### src/rtl/wdt_pkg.sv
package wdt_pkg;

  localparam int SECS_W = 8;

  typedef enum logic [1:0] {
    ACT_OFF  = 2'b00,
    ACT_NMI  = 2'b01,
    ACT_RST  = 2'b10,
    ACT_RST2 = 2'b11
  } wdt_action_e;

  // Period strap code to whole seconds; unused codes fall back to 1 s.
  function automatic logic [SECS_W-1:0] period_secs(input logic [2:0] code);
    logic [SECS_W-1:0] s;
    case (code)
      3'b111:  s = SECS_W'(1);
      3'b110:  s = SECS_W'(2);
      3'b101:  s = SECS_W'(10);
      3'b100:  s = SECS_W'(20);
      3'b011:  s = SECS_W'(110);
      3'b010:  s = SECS_W'(220);
      default: s = SECS_W'(1);
    endcase
    return s;
  endfunction

endpackage

### src/rtl/wdt_decode.sv
module wdt_decode #(
  parameter int          ADDR_W   = 16,
  parameter logic [15:0] ARM_ADDR = 16'h0443,
  parameter logic [15:0] OFF_ADDR = 16'h0045
) (
  input  logic              clk,
  input  logic              rst,
  input  logic              rd_strobe,
  input  logic [ADDR_W-1:0] rd_addr,
  output logic              arm_hit,
  output logic              off_hit
);

  localparam logic [ADDR_W-1:0] ARM_A = ADDR_W'(ARM_ADDR);
  localparam logic [ADDR_W-1:0] OFF_A = ADDR_W'(OFF_ADDR);

  always_comb begin
    arm_hit = rd_strobe && (rd_addr == ARM_A);
    off_hit = rd_strobe && (rd_addr == OFF_A);
  end

  // a single strobe decodes to at most one port
  assert_one_port_R10: assert property (@(posedge clk) disable iff (rst)
    $onehot0({arm_hit, off_hit}));

endmodule

### src/rtl/wdt_prescaler.sv
module wdt_prescaler #(
  parameter int CLK_HZ = 50_000_000
) (
  input  logic clk,
  input  logic rst,
  input  logic run,
  input  logic clr,
  output logic tick
);

  localparam int PRE_W = (CLK_HZ > 1) ? $clog2(CLK_HZ) : 1;
  localparam logic [PRE_W-1:0] LAST = PRE_W'(CLK_HZ - 1);

  logic [PRE_W-1:0] cnt;

  always_ff @(posedge clk) begin
    if (rst || clr || !run) cnt <= '0;
    else if (cnt == LAST)   cnt <= '0;
    else                    cnt <= cnt + 1'b1;
  end

  always_comb tick = run && (cnt == LAST);

  // after a tick the prescaler always restarts from zero
  assert_restart_after_tick_R11: assert property (@(posedge clk) disable iff (rst)
    tick |=> (cnt == '0));

endmodule

### src/rtl/wdt_counter.sv
module wdt_counter
  import wdt_pkg::*;
(
  input  logic              clk,
  input  logic              rst,
  input  logic              arm_hit,
  input  logic              off_hit,
  input  logic              tick,
  input  logic [2:0]        period_strap,
  output logic              enabled,
  output logic [SECS_W-1:0] secs_left,
  output logic              expire
);

  logic last_sec;

  always_comb begin
    last_sec = (secs_left == SECS_W'(1));
    expire   = enabled && tick && last_sec && !arm_hit && !off_hit;
  end

  always_ff @(posedge clk) begin
    if (rst || off_hit) begin
      enabled   <= 1'b0;
      secs_left <= '0;
    end else if (arm_hit) begin
      enabled   <= 1'b1;
      secs_left <= period_secs(period_strap);
    end else if (enabled && tick) begin
      if (last_sec) begin
        enabled   <= 1'b0;
        secs_left <= '0;
      end else begin
        secs_left <= secs_left - 1'b1;
      end
    end
  end

  // a disarm read always leaves the block idle
  assert_off_idles_R5: assert property (@(posedge clk) disable iff (rst)
    off_hit |=> (!enabled && secs_left == '0));

  // an arm/reload read always leaves the block armed with a nonzero count
  assert_reload_arms_R4: assert property (@(posedge clk) disable iff (rst)
    arm_hit |=> (enabled && secs_left != '0));

  // an armed count is never zero
  assert_armed_nonzero_R11: assert property (@(posedge clk) disable iff (rst)
    enabled |-> (secs_left != '0));

  // a tick with no read lowers the count by one
  assert_tick_decrements_R11: assert property (@(posedge clk) disable iff (rst)
    (enabled && tick && !arm_hit && !off_hit && secs_left > SECS_W'(1))
      |=> (secs_left == $past(secs_left) - 1'b1));

  // expiry disarms the watchdog
  assert_expire_disarms_R6: assert property (@(posedge clk) disable iff (rst)
    expire |=> !enabled);

endmodule

### src/rtl/wdt_action.sv
module wdt_action
  import wdt_pkg::*;
#(
  parameter int RST_PULSE_CLKS = 16
) (
  input  logic       clk,
  input  logic       rst,
  input  logic       expire,
  input  logic [1:0] action_strap,
  output logic       nmi_o,
  output logic       reset_o
);

  localparam int RST_W = $clog2(RST_PULSE_CLKS + 1);
  localparam logic [RST_W-1:0] RST_LOAD = RST_W'(RST_PULSE_CLKS - 1);

  wdt_action_e act;
  logic        want_nmi, want_rst;
  logic [RST_W-1:0] rst_cnt;

  always_comb begin
    act      = wdt_action_e'(action_strap);
    want_nmi = expire && (act == ACT_NMI);
    want_rst = expire && (act == ACT_RST || act == ACT_RST2);
  end

  always_ff @(posedge clk) begin
    if (rst) begin
      nmi_o   <= 1'b0;
      reset_o <= 1'b0;
      rst_cnt <= '0;
    end else begin
      nmi_o <= want_nmi;
      if (want_rst) begin
        reset_o <= 1'b1;
        rst_cnt <= RST_LOAD;
      end else if (rst_cnt != '0) begin
        rst_cnt <= rst_cnt - 1'b1;
      end else begin
        reset_o <= 1'b0;
      end
    end
  end

  // NMI is a single-clock pulse
  assert_nmi_single_R7: assert property (@(posedge clk) disable iff (rst)
    nmi_o |=> !nmi_o);

  // the two expiry outputs never overlap
  assert_outputs_exclusive_R9: assert property (@(posedge clk) disable iff (rst)
    !(nmi_o && reset_o));

  // an expiry with the action off drives nothing new
  assert_off_silent_R9: assert property (@(posedge clk) disable iff (rst)
    (expire && act == ACT_OFF) |=> (!nmi_o && !$rose(reset_o)));

  // reset pulse length measured by a checker counter
  logic [RST_W:0] hi_len;
  always_ff @(posedge clk) begin
    if (rst)          hi_len <= '0;
    else if (reset_o) hi_len <= hi_len + 1'b1;
    else              hi_len <= '0;
  end

  assert_rst_len_R8: assert property (@(posedge clk) disable iff (rst)
    $fell(reset_o) |-> (hi_len == (RST_W+1)'(RST_PULSE_CLKS)));

endmodule

### src/rtl/io_watchdog.sv
module io_watchdog
  import wdt_pkg::*;
#(
  parameter int          CLK_HZ         = 50_000_000,
  parameter int          RST_PULSE_CLKS = 16,
  parameter int          ADDR_W         = 16,
  parameter logic [15:0] ARM_ADDR       = 16'h0443,
  parameter logic [15:0] OFF_ADDR       = 16'h0045
) (
  input  logic              clk,
  input  logic              rst,
  input  logic              rd_strobe,
  input  logic [ADDR_W-1:0] rd_addr,
  input  logic [2:0]        period_strap,
  input  logic [1:0]        action_strap,
  output logic              wdt_nmi,
  output logic              wdt_reset,
  output logic              wdt_enabled,
  output logic [7:0]        wdt_secs_left
);

  logic arm_hit, off_hit, tick, expire;
  logic [SECS_W-1:0] secs;

  wdt_decode #(
    .ADDR_W   (ADDR_W),
    .ARM_ADDR (ARM_ADDR),
    .OFF_ADDR (OFF_ADDR)
  ) u_decode (
    .clk       (clk),
    .rst       (rst),
    .rd_strobe (rd_strobe),
    .rd_addr   (rd_addr),
    .arm_hit   (arm_hit),
    .off_hit   (off_hit)
  );

  wdt_prescaler #(.CLK_HZ(CLK_HZ)) u_prescaler (
    .clk  (clk),
    .rst  (rst),
    .run  (wdt_enabled),
    .clr  (arm_hit),
    .tick (tick)
  );

  wdt_counter u_counter (
    .clk          (clk),
    .rst          (rst),
    .arm_hit      (arm_hit),
    .off_hit      (off_hit),
    .tick         (tick),
    .period_strap (period_strap),
    .enabled      (wdt_enabled),
    .secs_left    (secs),
    .expire       (expire)
  );

  wdt_action #(.RST_PULSE_CLKS(RST_PULSE_CLKS)) u_action (
    .clk          (clk),
    .rst          (rst),
    .expire       (expire),
    .action_strap (action_strap),
    .nmi_o        (wdt_nmi),
    .reset_o      (wdt_reset)
  );

  always_comb wdt_secs_left = 8'(secs);

endmodule

### config.mk
export PLATFORM = sky130hd
export DESIGN_NAME = io_watchdog
export DESIGN_NICKNAME = d
export VERILOG_FILES = /design/src/rtl/wdt_pkg.sv /design/src/rtl/wdt_decode.sv /design/src/rtl/wdt_prescaler.sv /design/src/rtl/wdt_counter.sv /design/src/rtl/wdt_action.sv /design/src/rtl/io_watchdog.sv
export SDC_FILE = /design/constraint.sdc
export NUM_CORES = 1
export LEC_CHECK = 0
export ABC_AREA = 1
export BUFFER_PORTS_ARGS = -buffer_cell sky130_fd_sc_hd__buf_4
export CAP_MARGIN = 20
export CORE_MARGIN = 1.5
export CORE_UTILIZATION = 45
export CTS_CLUSTER_SIZE = 16
export DETAILED_ROUTE_END_ITERATION = 10
export PLACE_DENSITY = 0.65
export SLEW_MARGIN = 10
export SYNTH_ARGS = -nofsm -noshare
export SYNTH_HDL_FRONTEND = slang
export SYNTH_SLANG_ARGS = --single-unit
### constraint.sdc
create_clock -name clk -period 4.2 [get_ports clk]
set_input_delay 1.26 -clock clk [delete_from_list [all_inputs] [get_ports clk]]
set_output_delay 1.26 -clock clk [all_outputs]
set_load 0.02 [all_outputs]
# Word-level counts from Yosys, hierarchy flattened
# Cells that the tools add are included.
# totals
reg_bits	42
inputBits	24
out_inout_bits	11
elab_cells	57
# classes
addsub	3
eq_ne	13
mux	11
n_reduce_logical	23
# op_table
operator	n
8-bit one-hot mux with 5 select lines	1
26-bit by 1-bit adder with 26-bit output (second input constant)	1
26-bit equality test (second input constant)	1
8-bit two-way mux	3
16-bit by 11-bit equality test with 1-bit output (second input constant)	1
16-bit by 7-bit equality test with 1-bit output (second input constant)	1
3-bit equality test (second input constant)	3
1-bit logical AND	9
8-bit by 1-bit equality test with 1-bit output (second input constant)	1
4-bit two-way mux	2
8-bit by 1-bit subtractor with 8-bit output (second input constant)	1
3-bit by 2-bit equality test with 1-bit output (second input constant)	2
2-bit nonzero test	3
1-bit two-way mux	5
5-bit nonzero test	1
5-bit by 1-bit subtractor with 5-bit output (second input constant)	1
2-bit equality test (second input constant)	2
1-bit logical OR	4
2-bit OR reduction	2
1-bit zero test	3
2-bit by 1-bit equality test with 1-bit output (second input constant)	1
2-bit by 1-bit != test with 1-bit output (second input constant)	1
2-bit AND reduction	1

# Depth between registers and ports, before layout
# depth
depth_word	8
ltp_mapped	11
ltp_nobuf	11

# Cells and area by module
# From an unflattened synthesis, not the netlist that was laid out.
# hier_totals
cells_unflattened	392
hier_area_um2	2521.2
# by_module_without_submodules
module	n_inst	cells_per_inst	area_each_um2	seq_area_each_um2
wdt_prescaler	1	217	1410.1	520.5
wdt_counter	1	103	635.6	180.2
wdt_action	1	48	366.6	140.1
wdt_decode	1	24	108.9	0.0

# Least setup slack after synthesis
# Ideal clock, no wire load.
# synth_path
path_kind	input port to flip-flop
startpoint	in rd_addr[5]
endpoint	reg u_counter.secs_left[2]
setup_ps	117
arrival_ps	2110
required_ps	4083
path_slack_ps	1973
stages	8
path_buffers	0
path_cell_list	nor2_1 nand3_1 nor2_1 nand3_1 nand2_1 inv_1 nor2_1 nor2_1
# synth_via
elab_chain_cells	3
word_cells_on_any_way	7
cone_classes	eq/ne: 2; mux: 1; reduce/logical: 4
# synth_lines
item	line_no	source
start: declaration	io_watchdog.sv:13	input logic [ADDR_W-1:0] rd_addr,
16-bit by 11-bit equality test with 1-bit output or 16-bit by 7-bit equality test with 1-bit output (tied branches)	wdt_decode.sv:18, wdt_decode.sv:19	
1-bit logical AND (on tied branches)	wdt_decode.sv:18, wdt_decode.sv:19	
8-bit two-way mux, or another cell as far along	wdt_counter.sv:26	end else if (arm_hit) begin
end signal: assignment	wdt_counter.sv:28	secs_left <= period_secs(period_strap);
end signal: assignment	wdt_counter.sv:34	secs_left <= secs_left - 1'b1;
end: declaration	wdt_counter.sv:11	output logic [SECS_W-1:0] secs_left,
# Parallel ways exist; a longest one is shown, timed or not.
# A chain may end at the register's enable or synchronous reset.

# Worst setup path in the final report
# layout_path
startpoint	in rd_addr[10]
endpoint	reg u_prescaler.cnt[10]
# layout_via
elab_chain_cells	5
# layout_lines
item	line_no	source
16-bit by 11-bit equality test with 1-bit output	wdt_decode.sv:18	arm_hit = rd_strobe && (rd_addr == ARM_A);
1-bit logical AND	wdt_decode.sv:18	
1-bit logical OR (2 in series)	wdt_prescaler.sv:17	if (rst || clr || !run) cnt <= '0;
2-bit OR reduction (no source line)	n/a	
end signal: assignment	wdt_prescaler.sv:19	else cnt <= cnt + 1'b1;
end: declaration	wdt_prescaler.sv:14	logic [PRE_W-1:0] cnt;
# No other way between the ends.

==> run summary <==
period utilisation layout - 57.84%
YS warnings - 0
fin cells - 545
crit-path max FO - 19
worst rel slew slack - 69.32%
GR Overflow Total - 0
Post-Synth Simple-Gate Area - 44.96%
Synth Area in Compound Gates - 5.369%
post-synthesis mux area share - 0%
initial antenna violation count - 0
synth cell count leaders - nand2_1, nor2_1, inv_1, dfxtp_1, nand3_1
Post-synth ARST share - 0%
worst hold path depth - 1
number of diodes - 0
WL final - 6.167 mm
Final min period - 2429 ps
Final Power - 0.8707 mW
Vias per Instance - 4.763
Die W - 80.18 um
drt initial violations - 162
Worst Skew - 7.174 ps
dpl hpwl - 4.921 mm
Clock transition at path regs - 80 ps
Initial Util - 47.50%
Syn Area/Cell - 6.161 um2
XOR/XNOR share of the synthesized area - 6.209%
Critical Path Start Type - input port
overall die height - 80.18 um
CP required - 4420 ps
clk buf depth - 2
Main synth FF type - dfxtp_1
Sinks on Clock Net - 42
PwrDens - 280.6 nW/um2
Yosys top cell area share - 31.37%
CTS Hold Bufs - 0
CTS Buf Count - 5
Final Hold Vio Count - 0
Worst Setup End Kind - flop
ranking of synthesized cells by area - dfxtp_1, nand2_1, nor2_1, inv_1, nand3_1
most frequent cell after synthesis - nand2_1
IR drop worst, VDD - 0.2742 mV
Synth Instances - 435
final antenna-violating net count - 0
setup violators final - 0
CTS H-tree lvls - 2
GP Congestion - 0.8646
Root Driver - clkbuf_8
worst skew pair latency - 300 ps
status - finished, final reports clean
first drt pass iteration count - 4
max-cap viol count - 0
Crit path max-delay family - simple AND/OR/NAND/NOR gates
# DRC - 0
Max stage delay on crit path - 320 ps
Post-Synth Adder-Cell Area - 1.867%
setup repair after global routing missed its margin - false
Post-CTS Resized - 0
CP cell instances - buf_4 > inv_1 > nor2_1 > nand2_1 > nor2_1 > nand3_1 > nand3_1 > nor2_4 > inv_6 > nor3_1
register area share after synthesis - 31.37%
total global-route track usage - 20.29%
number of port buffers - 34
Final Util - 55.00%
leakage dissipation - 1.357 nW
critical path depth - 10
setup_tns - 0 ps
syn_nets - 463
worst r2r path cells - 10
Die Area - 6428 um2
# placed instances - 537
site row count - 27
crit path kind - input port to flop
Synth area leader - dfxtp_1
CP Data Arrival Time - 2650 ps
register bit count reported by yosys - 42
Hold Path Class - flop to flop
f_max - 411.7 MHz
routed length per instance - 11.32 um
CTS tree - yes
core footprint - 5642 um2
Worst-Margin Slew - 456.7 ps
CP bufs+invs - 3
max-slew violation count - 0
total number of vias - 2,596
Layout area overhead - 15.78%
synth unique cells - 29
EDFF count, synth - 0
crit path max-delay cell type - nand3_1
mapped cell area - 2680 um2
Setup Fix Bufs, Post-CTS - 0
largest net degree at the start of global routing - 20
I/O pins - 35
vias in the first global route - 2,279
largest family of logic cells by synthesized area - simple AND/OR/NAND/NOR gates
layout cell share with drive strength beyond 1 - 13.11%
wire length of the first global-routing pass - 10.32 mm
Layout Nets - 500
==> state kept, by name, indices dropped and copies added (netlist names) <==
| register | flops |
|---|---|
| u_action.nmi_o | 1 |
| u_action.reset_o | 1 |
| u_action.rst_cnt | 5 |
| u_counter.enabled | 1 |
| u_counter.secs_left | 8 |
| u_prescaler.cnt | 26 |
==> final timing paths <==
check                                   startpoint                endpoint  slack, ps
worst max-delay path                   rd_addr[10]     u_prescaler.cnt[10]       1770
worst min-delay path            u_prescaler.cnt[0]      u_prescaler.cnt[0]        450
worst max register to register  u_prescaler.cnt[0]  u_counter.secs_left[2]       2400
worst min register to register  u_prescaler.cnt[0]      u_prescaler.cnt[0]        450
==> logic make-up after synthesis <==
kind of cell | after synthesis
fa+ha+maj | 4
compound gates | 28
buf+inv | 68
xor+xnor | 19
simple gates | 274
flops | 42
==> cell usage in the layout, fill, tap and decap left out <==
master	n
nand3b_1	4
nand2_1	114
nor3b_1	1
clkbuf_8	5
ha_1	4
a21oi_1	20
nor2_4	3
o21bai_1	1
or2_2	3
nor3_1	22
inv_2	2
nand3_2	1
dfxtp_1	42
inv_1	61
nor2_2	7
bufinv_16	1
nor2_1	77
clkbuf_1	2
nand3_1	28
xor2_1	11
and2_1	1
a31oi_1	1
inv_6	1
nor4_2	1
or2_0	1
buf_4	34
nand2_2	4
nand4_1	7
o21ai_0	6
xnor2_1	8
==> power by group <==
group / switching, mW / internal (mW)
combinational: 0.0708 / 0.0564
sequential: 0.00740 / 0.414
clock: 0.144 / 0.178
==> per-stage QoR <==
| step | hold WS, ps | worst slack [ps] | area, um2 |
|---|---|---|---|
| after floorplan | 417.5 | 1973 | 2680 |
| after global placement | 426.3 | 1505 | 2997 |
| after detailed placement | 439.9 | 1451 | 2997 |
| after CTS | 449.8 | 1766 | 3103 |
| after global routing | 482.9 | 1616 | 3103 |
| final | 448.8 | 1771 | 3103 |
==> layout make-up <==
class	count	area, um2
Fill cell	600	2539
Multi-Input combinational cell	325	1565
Sequential cell	42	840.8
Timing Repair Buffer	34	255.2
Inverter	64	245.2
Tap cell	72	90.09
Clock buffer	7	76.32
Clock inverter	1	30.03
==> layer usage <==
metal  GRT usage, %  wire length, um  vias to the layer above
li1               -                -                     1421
met1          30.19             3159                     1115
met2          30.17             2619                       55
met3          3.750              355                        5
met4          4.138               32                        0
met5              0                0                        -
Power figures use the tool's default switching activity.
